[src/rtl/gpio_irq_port.sv]
module gpio_irq_port #(
  parameter int NPIN = 32
) (
  input  logic            clk,
  input  logic            rst_n,
  input  logic            bus_sel,
  input  logic            bus_we,
  input  logic [2:0]      bus_addr,
  input  logic [NPIN-1:0] bus_wdata,
  output logic [NPIN-1:0] bus_rdata,
  input  logic [NPIN-1:0] pad_in,
  output logic [NPIN-1:0] pad_out,
  output logic [NPIN-1:0] pad_oe,
  output logic            irq
);
  localparam int HALF = NPIN / 2;
  localparam logic [2:0] A_DATA = 3'd0, A_DIR = 3'd1, A_PAD = 3'd2, A_CLO = 3'd3,
                         A_CHI = 3'd4, A_MASK = 3'd5, A_STAT = 3'd6, A_BOTH = 3'd7;

  logic [NPIN-1:0] data_q, dir_q, clo_q, chi_q, mask_q, stat_q, both_q;
  logic [NPIN-1:0] sync1_q, sync2_q, prev_q, evt, clr;
  logic wr;

  assign wr  = bus_sel & bus_we;
  assign clr = (wr && bus_addr == A_STAT) ? bus_wdata : '0;

  always_ff @(posedge clk or negedge rst_n) begin
    if (!rst_n) begin
      data_q <= '0; dir_q <= '0; clo_q <= '0; chi_q <= '0;
      mask_q <= '0; both_q <= '0;
    end else if (wr) begin
      case (bus_addr)
        A_DATA: data_q <= bus_wdata;
        A_DIR:  dir_q  <= bus_wdata;
        A_CLO:  clo_q  <= bus_wdata;
        A_CHI:  chi_q  <= bus_wdata;
        A_MASK: mask_q <= bus_wdata;
        A_BOTH: both_q <= bus_wdata;
        default: ;
      endcase
    end
  end

  always_ff @(posedge clk or negedge rst_n) begin
    if (!rst_n) begin
      sync1_q <= '0; sync2_q <= '0; prev_q <= '0; stat_q <= '0; irq <= 1'b0;
    end else begin
      sync1_q <= pad_in;
      sync2_q <= sync1_q;
      prev_q  <= sync2_q;
      stat_q  <= (stat_q & ~clr) | evt;
      irq     <= |(stat_q & mask_q);
    end
  end

  for (genvar n = 0; n < NPIN; n++) begin : g_pin
    logic [1:0] code;
    if (n < HALF) begin : g_lo
      assign code = clo_q[2*n +: 2];
    end else begin : g_hi
      assign code = chi_q[2*(n-HALF) +: 2];
    end
    assign evt[n] = both_q[n]      ? (sync2_q[n] ^ prev_q[n]) :
                    (code == 2'b00) ? ~sync2_q[n] :
                    (code == 2'b01) ?  sync2_q[n] :
                    (code == 2'b10) ? (sync2_q[n] & ~prev_q[n]) :
                                      (~sync2_q[n] & prev_q[n]);
  end

  always_comb begin
    case (bus_addr)
      A_DATA:  bus_rdata = data_q;
      A_DIR:   bus_rdata = dir_q;
      A_PAD:   bus_rdata = sync2_q;
      A_CLO:   bus_rdata = clo_q;
      A_CHI:   bus_rdata = chi_q;
      A_MASK:  bus_rdata = mask_q;
      A_STAT:  bus_rdata = stat_q;
      default: bus_rdata = both_q;
    endcase
  end

  assign pad_out = data_q;
  assign pad_oe  = dir_q;
endmodule

[config.mk]
export PLATFORM = sky130hd
export DESIGN_NAME = gpio_irq_port
export DESIGN_NICKNAME = d
export VERILOG_FILES = /design/src/rtl/gpio_irq_port.sv
export SDC_FILE = /design/constraint.sdc
export NUM_CORES = 1
export LEC_CHECK = 0
export ABC_CLOCK_PERIOD_IN_PS = 3740
export BUFFER_PORTS_ARGS = -buffer_cell sky130_fd_sc_hd__buf_4
export CORE_UTILIZATION = 35
export CTS_CLUSTER_DIAMETER = 200
export CTS_CLUSTER_SIZE = 28
export DETAILED_ROUTE_END_ITERATION = 16
export PLACE_DENSITY = 0.58
export RECOVER_POWER = 50
export SLEW_MARGIN = 20
export SYNTH_ARGS = -nofsm -noshare
export SYNTH_HDL_FRONTEND = slang
export SYNTH_SLANG_ARGS = --single-unit
[constraint.sdc]
create_clock -name clk -period 3.74 [get_ports clk]
set_clock_uncertainty 0.15 [all_clocks]
set_input_delay 0.187 -clock clk [delete_from_list [all_inputs] [get_ports clk]]
set_output_delay 0.187 -clock clk [all_outputs]
set_load 0.1 [all_outputs]
==> reports/summary.txt, run 1 <==
status -> finished with violations
failing checks -> max-capacitance violations, max-slew violations
Layout fillers -> 3,935
most common cell after layout, fill and taps aside -> dfrtp_1
final setup vio count -> 0
Final Hold Fails -> 0
core area -> 42,000 um2
Synthesized Nets -> 1,278
worst skew pair latency -> 510 ps
die width -> 209 um
ys async rst share -> 100%
unrepaired setup endpoints after global routing -> no
pwr dens -> 565 nW/um2
post-detail-place hpwl -> 31.0 mm
Critical Path Start Type -> primary input
post-CTS sizing -> 0
vias in the first global route -> 10.7k
Residual DRC -> 0
Root Buffer -> clkbuf_16
Arr. time, crit path -> 2550 ps
share of layout cells above drive strength 1 -> 33.8%
Starting DRT DRC Count -> 755
Num CTS Buffers -> 15
CTS H-Tree Depth -> 1
Synth Warn # -> 0
count of state elements after synthesis -> 321
GR Util All Layers -> 20.8%
final wirelength -> 45.0 mm
Max Freq -> 346 MHz
# nets final -> 1,504
Worst-Margin Slew -> 2380 ps
Finished Core Util -> 42.7%
I/O pins -> 168
clock sink count -> 321
DR vias/cell -> 5.42
initial antenna violation count -> 0
IO buf count -> 167
synthesis-to-finish area growth -> 20.3%
Distinct cells, synth -> 40
max cap viols -> 1
Period minus WS final -> 2890 ps
clock transition at the registers of the reported paths -> 110 ps
CP max FO -> 24
Initial Util -> 35.5%
largest net degree at the start of global routing -> 89
Worst setup EP type -> primary output
Die Height -> 209 um
diodes inserted -> 0
EDFF count, synth -> 0
crit path kind -> primary input to primary output
drt wl/cell -> 23.6 um
Hold Path Class -> primary input to flip-flop
FP Rows -> 75
headroom to the max-slew limit -> -58.4%
Design Area, Final -> 18,000 um2
worst path required time -> 3400 ps
final setup TNS -> 0 ps
GPL Wtd Cong -> 0.829
final worst path period share -> 77.2%
Die Area -> 43,500 um2
LEAKAGE -> 0.00818 uW
Syn Area/Cell -> 13.1 um2
synthesized area -> 14,900 um2
first-pass GRT wire length -> 68.4 mm
Synth Flop Type -> dfrtp_1
sequential element share of the synthesized area -> 53.8%
TritonRoute pass-1 iters -> 5
Max Slew Vio Count -> 82
dpl cell area -> 16,900 um2
CTS tree -> built
Peak VDD IR -> 0.428 mV
CTS Buffer Depth -> 3
Vias -> 10.3k
Cells after Synth -> 1,143
grt ovf -> 0
ANT nets after route -> 0
most frequent cells in the layout -> dfrtp_1, mux2_2, buf_4
[power breakdown]
part | switching (uW) | internal, uW | total [uW]
clock network | 1130 | 743 | 1880
logic | 2400 | 1180 | 3570
registers | 683 | 4010 | 4700
[metal layers]
layer | routed length [um] | GRT usage (%) | part of all wire (%) | vias up
met5 | 0 | 0 | 0 | -
met4 | 900 | 5.17 | 2.0 | 0
met3 | 2000 | 2.09 | 4.4 | 53
met2 | 21500 | 34.1 | 48 | 273
met1 | 20700 | 29.4 | 46 | 5430
li1 | - | - | - | 4585
[state kept, by name, indices dropped and copies added (netlist names)]
name / cells
both_q: 32
chi_q: 32
clo_q: 32
irq: 1
mask_q: 32
pad_oe: 32
pad_out: 32
prev_q: 32
stat_q: 32
sync1_q: 32
sync2_q: 32
[stage by stage]
stage	instances	hold WS, ps	total power (uW)	worst slack [ps]
final	1907	31.9	10100	853
after global routing	1907	28.2	10600	799
after CTS	1907	11.5	10200	901
after detailed placement	1826	81.2	8300	903
after global placement	1826	76.7	8240	926
after floorplan	1143	-259	7260	538
[area by class of cell]
cell class / instances / area [um2] / share of cell area (%)
inverter: 68 / 255 / 1.42
sequential: 321 / 8030 / 44.7
multi-input combinational: 700 / 6410 / 35.7
timing repair buffer: 263 / 2210 / 12.3
clock inverter: 1 / 16.3 / 0.0905
clock buffer: 15 / 375 / 2.09
tap: 539 / 674 / 3.75
[kinds of logic (layout without fill, tap and decap cells)]
family | after synthesis | in the layout | synth area share [%]
AOI/OAI and AO/OA | 204 | 204 | 11.3
xor gates and xnor gates | 30 | 30 | 1.76
adders and majority gates | 64 | 64 | 5.36
buffers and inverters | 122 | 347 | 3.46
DFF | 321 | 321 | 53.8
muxes | 250 | 250 | 19.9
and+or+nand+nor | 152 | 152 | 4.47
[timing repair]
item | in CTS | in global routing
hold buffers | 65 | 0
endpoints found under the hold margin | 336 | 0
setup buffers | 0 | 0
[critical path, stage by stage]
cell and delay, ps:
buf_4 360, nor2b_2 230, and2_1 730, buf_4 320
a22o_1 150, o32a_1 220, buf_4 310
[synthesized netlist by cell type, types with 7 or more instances]
cell | number | share of area, %
xor2_1 | 30 | 1.8
mux4_2 | 14 | 2.1
a22o_1 | 70 | 4.1
a22oi_1 | 16 | 0.80
nand2_1 | 89 | 2.2
buf_2 | 26 | 0.87
mux2_2 | 226 | 17
dfrtp_1 | 321 | 54
nor2_1 | 39 | 0.98
inv_1 | 68 | 1.7
ha_1 | 64 | 5.4
a211o_1 | 29 | 1.7
a221oi_1 | 21 | 1.2
buf_4 | 7 | 0.35
o32a_1 | 19 | 1.3
a21oi_1 | 22 | 0.74
clkbuf_1 | 18 | 0.45
[final timing paths]
check | start | endpoint | slack [ps] | cells past startpoint
max | bus_addr[1] | bus_rdata[23] | 850 | 7
min | bus_we | chi_q[31]$_DFFE_PN0P_ | 30 | 3
max reg2reg | mask_q[1]$_DFFE_PN0P_ | irq$_DFF_PN0_ | 1900 | 3
min reg2reg | sync1_q[27]$_DFF_PN0_ | sync2_q[27]$_DFF_PN0_ | 190 | 0
max in group asynchronous | rst_n | pad_oe[14]$_DFFE_PN0P_ | 1180 | 3
min in group asynchronous | rst_n | pad_oe[4]$_DFFE_PN0P_ | 720 | 2
Note: power is estimated with default switching activity, not from simulation.
==> run 2, diff against run 1 <==
--- a/config.mk
+++ b/config.mk
@@ -5,13 +5,14 @@
 export SDC_FILE = /design/constraint.sdc
 export NUM_CORES = 1
 export LEC_CHECK = 0
-export ABC_CLOCK_PERIOD_IN_PS = 3740
+export ABC_AREA = 1
+export ABC_CLOCK_PERIOD_IN_PS = 2330
 export BUFFER_PORTS_ARGS = -buffer_cell sky130_fd_sc_hd__buf_4
 export CORE_UTILIZATION = 35
 export CTS_CLUSTER_DIAMETER = 200
 export CTS_CLUSTER_SIZE = 28
 export DETAILED_ROUTE_END_ITERATION = 16
-export PLACE_DENSITY = 0.58
+export PLACE_DENSITY = 0.6
 export RECOVER_POWER = 50
 export SLEW_MARGIN = 20
 export SYNTH_ARGS = -nofsm -noshare
==> constraint.sdc (replaced) <==
create_clock -name clk -period 2.33 [get_ports clk]
set_clock_uncertainty 0.15 [all_clocks]
set_input_delay 0.1165 -clock clk [delete_from_list [all_inputs] [get_ports clk]]
set_output_delay 0.1165 -clock clk [all_outputs]
set_load 0.1 [all_outputs]
==> run 2 against run 1 <==
The flow now finishes without violations. Clock power up 62%. Non-clock buffer count up 10. Wire length up 14%. Power up 57%. Hold slack better by 19 ps. Register-to-register slack worse by 1200 ps. Via count up 39%.
==> reports/summary.txt, run 2 <==
first-pass GRT wire length -> 80.4 mm (was 68.4 mm)
unrepaired setup endpoints after global routing -> no (unchanged)
Hold-fix buffers, CTS -> 66 (was 65)
CP top delay family -> flip-flops (was buffers and inverters)
Root Buffer -> clkbuf_16 (unchanged)
Synth Warn # -> 0 (unchanged)
final wirelength -> 51.3 mm (was 45.0 mm)
Distinct cells, synth -> 26 (was 40)
Max Slew Vio Count -> 0 (was 82)
status -> finished, final reports clean (was finished with violations)
# nets final -> 2,383 (was 1,504)
most common cell after layout, fill and taps aside -> nand2_1 (was dfrtp_1)
I/O pins -> 168 (unchanged)
Post-CTS Setup Bufs -> 0 (unchanged)
Design Area, Final -> 19,400 um2 (was 18,000 um2)
Hold Path Class -> primary input to flip-flop (unchanged)
Peak VDD IR -> 0.626 mV (was 0.428 mV)
sequential element share of the synthesized area -> 48.5% (was 53.8%)
CTS Buffer Depth -> 3 (unchanged)
vias in the first global route -> 14.2k (was 10.7k)
final worst path period share -> 87.9%
Die Height -> 219 um (was 209 um)
CTS tree -> built (unchanged)
EDFF count, synth -> 0 (unchanged)
clock sink count -> 321 (unchanged)
max cap viols -> 0 (was 1)
ys async rst share -> 100% (unchanged)
Cells after Synth -> 2,063 (was 1,143)
dpl cell area -> 18,400 um2 (was 16,900 um2)
TritonRoute pass-1 iters -> 5 (unchanged)
grt ovf -> 0 (unchanged)
Synth Flop Type -> dfrtp_1 (unchanged)
Worst setup EP type -> primary output (unchanged)
ANT nets after route -> 0 (unchanged)
Final Hold Fails -> 0 (unchanged)
worst skew pair latency -> 540 ps (was 510 ps)
worst path required time -> 2060 ps (was 3400 ps)
Area contributors post-synth -> dfrtp_1, nand2_1, inv_1 (was dfrtp_1, mux2_2, ha_1)
GR Util All Layers -> 21.7% (was 20.8%)
clock transition at the registers of the reported paths -> 110 ps (about the same)
headroom to the max-slew limit -> 9.69% (was -58.4%)
GPL Wtd Cong -> 0.886 (was 0.829)
largest area contributor in the netlist -> dfrtp_1 (unchanged)
drt wl/cell -> 18.0 um (was 23.6 um)
Syn Area/Cell -> 8.02 um2 (was 13.1 um2)
Worst-Margin Slew -> 1350 ps (was 2380 ps)
synthesis-to-finish area growth -> 17.3% (was 20.3%)
FP Rows -> 79 (was 75)
CTS H-Tree Depth -> 1 (unchanged)
Period minus WS final -> 2050 ps
CP max FO -> 4 (was 24)
Die Area -> 48,200 um2 (was 43,500 um2)
initial antenna violation count -> 3 (was 0)
count of state elements after synthesis -> 321 (unchanged)
synth cell count leaders -> nand2_1, dfrtp_1, inv_1, nand4_1, o21ai_0 (was dfrtp_1, mux2_2, nand2_1, a22o_1, inv_1)
Synthesized Nets -> 2,198 (was 1,278)
Critical Path Start Type -> flip-flop (was primary input)
top cell type's share of synthesized area -> 48.5% (was 53.8%)
diodes inserted -> 0 (unchanged)
most frequent cell after synthesis -> nand2_1 (was dfrtp_1)
IO buf count -> 167 (unchanged)
pwr dens -> 821 nW/um2 (was 565 nW/um2)
Crit path largest cell delay -> 500 ps (was 730 ps)
die width -> 219 um (was 209 um)
LEAKAGE -> 0.00989 uW (was 0.00818 uW)
final setup vio count -> 0 (unchanged)
Layout fillers -> 4,648 (was 3,935)
synthesized area -> 16,600 um2 (was 14,900 um2)
Vias -> 14.4k (was 10.3k)
final setup TNS -> 0 ps (unchanged)
Residual DRC -> 0 (unchanged)
Initial Util -> 35.6% (was 35.5%)
post-CTS sizing -> 0 (unchanged)
crit path kind -> flip-flop to primary output (was primary input to primary output)
Worst path slowest cell -> dfrtp_1 (was and2_1)
WHS -> 51.2 ps (was 31.9 ps)
core area -> 46,600 um2 (was 42,000 um2)
crit path cell chain -> nand4_1 > nand2_1 > nor2_1 > nand3_1 > buf_4 (was buf_4 > nor2b_2 > and2_1 > buf_4 > a22o_1 > o32a_1 > buf_4)
Num CTS Buffers -> 15 (unchanged)
post-detail-place hpwl -> 35.8 mm (was 31.0 mm)
Max Freq -> 488 MHz
Starting DRT DRC Count -> 1,237 (was 755)
largest net degree at the start of global routing -> 68 (was 89)
CP bufs+invs -> 1 (was 3)
most frequent cells in the layout -> nand2_1, dfrtp_1, inv_1 (was dfrtp_1, mux2_2, buf_4)
DR vias/cell -> 5.04 (was 5.42)
Arr. time, crit path -> 1780 ps (was 2550 ps)
share of layout cells above drive strength 1 -> 13.1% (was 33.8%)
==> run 2: changes by cell type in the layout (fill, tap and decap cells not counted), moves of 100 or more <==
| cell | before | now |
|---|---|---|
| nand2_1 | 89 | 618 |
| mux2_2 | 226 | 0 |
| inv_1 | 68 | 267 |
| nand4_1 | 5 | 160 |
| o21ai_0 | 3 | 148 |
| nand3_1 | 0 | 129 |
| nor2_1 | 38 | 138 |
==> run 2: cell type report <==
| type | count | area [um2] | share of cell area [%] |
|---|---|---|---|
| Tap cell | 607 | 759 | 3.91 |
| Sequential cell | 321 | 8030 | 41.4 |
| Clock inverter | 1 | 16.3 | 0.0838 |
| Clock buffer | 15 | 375 | 1.93 |
| Timing Repair Buffer | 273 | 2320 | 12.0 |
| Inverter | 271 | 1020 | 5.25 |
| Multi-Input combinational cell | 1366 | 6880 | 35.5 |
==> run 2: cells by family (layout without fill, tap and decap cells) <==
family,Yosys count,count (layout),share of synthesized area (%)
compound gates,192,192,6.44
buf+inv,376,560,9.87
fa+ha+maj,64,64,4.84
simple gates,1110,1110,30.3
flops,321,321,48.5
==> run 2: final timing paths <==
path,start,to,slack (ps),depth (start not counted)
worst min-delay path,bus_we,mask_q[29]$_DFFE_PN0P_,50,4
worst min register to register,sync1_q[0]$_DFF_PN0_,sync2_q[0]$_DFF_PN0_,180,0
max in group asynchronous,rst_n,clo_q[11]$_DFFE_PN0P_,540,3
min in group asynchronous,rst_n,mask_q[5]$_DFFE_PN0P_,280,3
worst max-delay path,clo_q[15]$_DFFE_PN0P_,bus_rdata[15],280,5
worst max register to register,sync2_q[17]$_DFF_PN0_,stat_q[17]$_DFF_PN0_,740,4
==> run 2: worst min-delay path, delay by kind of cell <==
kind,cells,cell delay (ps)
AND/OR/NAND/NOR,2,350
AO/OA/AOI/OAI,1,120
buffers and inverters,1,110
==> run 2: power breakdown <==
part | switching (uW) | total, uW | internal, uW
registers | 882 | 7270 | 6380
clock network | 1860 | 3050 | 1190
logic | 4160 | 5620 | 1460
==> run 2: layer usage <==
metal	part of all wire, %	vias up	global-route usage (%)
li1	-	6940	-
met1	43	6907	29.0
met2	47	461	36.2
met3	6.6	64	3.13
met4	2.6	6	6.34
met5	0.072	-	0
==> run 2: per-stage QoR <==
step,utilization (%),setup WS [ps],total power [uW],instances
after floorplan,-,160,11300,2063
after global placement,39.6,421,12800,2772
after detailed placement,39.6,394,12900,2772
after CTS,41.9,247,16100,2854
after global routing,41.7,178,16800,2854
final,41.7,282,15900,2854
==> run 3, diff against run 2 <==
--- a/config.mk
+++ b/config.mk
@@ -5,9 +5,10 @@
 export SDC_FILE = /design/constraint.sdc
 export NUM_CORES = 1
 export LEC_CHECK = 0
-export ABC_AREA = 1
+export ABC_AREA = 0
 export ABC_CLOCK_PERIOD_IN_PS = 2330
 export BUFFER_PORTS_ARGS = -buffer_cell sky130_fd_sc_hd__buf_4
+export CORE_MARGIN = 1
 export CORE_UTILIZATION = 35
 export CTS_CLUSTER_DIAMETER = 200
 export CTS_CLUSTER_SIZE = 28
==> run 3 against run 2 <==
First-iteration DRC count decreased by 43%. Design area down 5.6%. Non-clock buffer count up 14. Core utilization rose by 1.9 points. Global-route usage fell by 0.70 points. Register-to-register slack worse by 260 ps. Cell count shrank 32%.
==> reports/summary.txt, run 3 (synthesis gave the netlist of run 1 again) <==
final setup vio count -> 0 (unchanged)
Die Area -> 43,500 um2 (was 48,200 um2)
Num CTS Buffers -> 15 (unchanged)
die width -> 209 um (was 219 um)
share of layout cells above drive strength 1 -> 37.9% (was 13.1%)
Period minus WS final -> 2280 ps (was 2050 ps)
I/O pins -> 168 (unchanged)
FP Rows -> 75 (was 79)
CTS tree -> built (unchanged)
R2R cell count -> 3 (was 4)
CP startpoint -> clo_q[6]$_DFFE_PN0P_ (was clo_q[15]$_DFFE_PN0P_)
Final Hold Fails -> 0 (unchanged)
dpl cells -> 1,844 (was 2,772)
Residual DRC -> 0 (unchanged)
grt ovf -> 0 (unchanged)
Vias -> 10.5k (was 14.4k)
Design Area, Final -> 18,300 um2 (was 19,400 um2)
CTS Buffer Depth -> 3 (unchanged)
drt wl/cell -> 23.4 um (was 18.0 um)
final worst path period share -> 97.8% (was 87.9%)
crit path kind -> flip-flop to primary output (unchanged)
Starting DRT DRC Count -> 699 (was 1,237)
most common cell after layout, fill and taps aside -> dfrtp_1 (was nand2_1)
Worst-Margin Slew -> 946 ps (was 1350 ps)
CP max FO -> 4 (unchanged)
worst min-delay path startpoint -> bus_addr[0] (was bus_we)
vias in the first global route -> 10.8k (was 14.2k)
pre-CTS WS -> 227 ps (was 394 ps)
largest net degree at the start of global routing -> 66 (was 68)
Initial Util -> 35.5% (was 35.6%)
Root Buffer -> clkbuf_16 (unchanged)
Max Slew Vio Count -> 0 (unchanged)
first-pass GRT wire length -> 68.9 mm (was 80.4 mm)
Final Non-Filler Cells -> 1,933 (was 2,854)
final wirelength -> 45.2 mm (was 51.3 mm)
post-detail-place hpwl -> 32.5 mm (was 35.8 mm)
DR vias/cell -> 5.42 (was 5.04)
final setup TNS -> 0 ps (unchanged)
final worst setup slack -> 50.7 ps (was 282 ps)
Worst setup EP type -> primary output (unchanged)
headroom to the max-slew limit -> 36.9% (was 9.69%)
LEAKAGE -> 0.00834 uW (was 0.00989 uW)
core area -> 42,000 um2 (was 46,600 um2)
CTS H-Tree Depth -> 1 (unchanged)
GPL Wtd Cong -> 0.824 (was 0.886)
worst path required time -> 2060 ps (about the same)
unrepaired setup endpoints after global routing -> no (unchanged)
worst skew pair latency -> 530 ps (was 540 ps)
dpl cell area -> 17,200 um2 (was 18,400 um2)
TritonRoute pass-1 iters -> 6 (was 5)
clock transition at the registers of the reported paths -> 120 ps (was 110 ps)
Cells on Worst Hold Path -> 5 (was 4)
pwr dens -> 896 nW/um2 (was 821 nW/um2)
initial antenna violation count -> 2 (was 3)
ANT nets after route -> 0 (unchanged)
Hold Path Class -> primary input to flip-flop (unchanged)
status -> finished, final reports clean (unchanged)
IO buf count -> 167 (unchanged)
clock sink count -> 321 (unchanged)
Die Height -> 209 um (was 219 um)
Max Freq -> 439 MHz (was 488 MHz)
GR Util All Layers -> 21.0% (was 21.7%)
r2r startpoint -> stat_q[14]$_DFF_PN0_ (was sync2_q[17]$_DFF_PN0_)
Finished Core Util -> 43.6% (was 41.7%)
max cap viols -> 0 (unchanged)
Arr. time, crit path -> 2010 ps (was 1780 ps)
Critical Path Start Type -> flip-flop (unchanged)
most frequent cells in the layout -> dfrtp_1, mux2_2, buf_4 (was nand2_1, dfrtp_1, inv_1)
# nets final -> 1,528 (was 2,383)
synthesis-to-finish area growth -> 22.7% (was 17.3%)
Peak VDD IR -> 0.697 mV (was 0.626 mV)
-- run 3: worst paths after layout --
kind | to | slack, ps
worst max-delay path | bus_rdata[6] | 50
worst min-delay path | stat_q[28]$_DFF_PN0_ | 70
worst max register to register | irq$_DFF_PN0_ | 480
worst min register to register | sync2_q[24]$_DFF_PN0_ | 210
max in group asynchronous | chi_q[1]$_DFFE_PN0P_ | 500
min in group asynchronous | pad_oe[21]$_DFFE_PN0P_ | 480
-- run 3: power by group --
| group | switching (uW) | leakage [uW] | internal [uW] |
|---|---|---|---|
| logic | 3880 | 0.00439 | 1950 |
| registers | 1100 | 0.00375 | 6450 |
| clock network | 1830 | 0.000197 | 1200 |
-- run 3: critical path, stage by stage, from the launching register on --
cell and delay (ps):
dfrtp_2 470, mux4_2 500, mux2_2 290, buf_4 230
-- run 3: layout make-up --
| cell class | count | area (um2) |
|---|---|---|
| timing repair buffer | 287 | 2450 |
| clock buffer | 15 | 375 |
| sequential | 321 | 8050 |
| antenna | 1 | 2.50 |
| tap | 539 | 674 |
| fill | 3913 | 23700 |
| clock inverter | 2 | 25.0 |
| inverter | 68 | 255 |
| multi-input combinational | 700 | 6490 |
-- run 3: what timing repair did --
action	4_1_cts	5_1_grt
gates resized for setup	6	20
buffers inserted	0	5
setup endpoints to repair	5	14
endpoints found under the hold margin	567	0
pin swaps	0	0
hold buffers	66	0
-- run 3: metrics by stage --
step | total power (uW) | hold WS [ps]
finish | 16400 | 70.9
global route | 17100 | 65.3
CTS | 16500 | 41.2
detailed placement | 13400 | -111
global placement | 13300 | -110
floorplan | 11700 | -329
-- run 3: per-layer routing --
| metal | vias up | part of all wire, % | track usage, % |
|---|---|---|---|
| met1 | 5472 | 43 | 28.3 |
| met5 | - | 0.053 | 0 |
| met2 | 295 | 48 | 34.5 |
| met3 | 67 | 5.5 | 3.67 |
| met4 | 4 | 2.6 | 6.06 |
| li1 | 4648 | - | - |
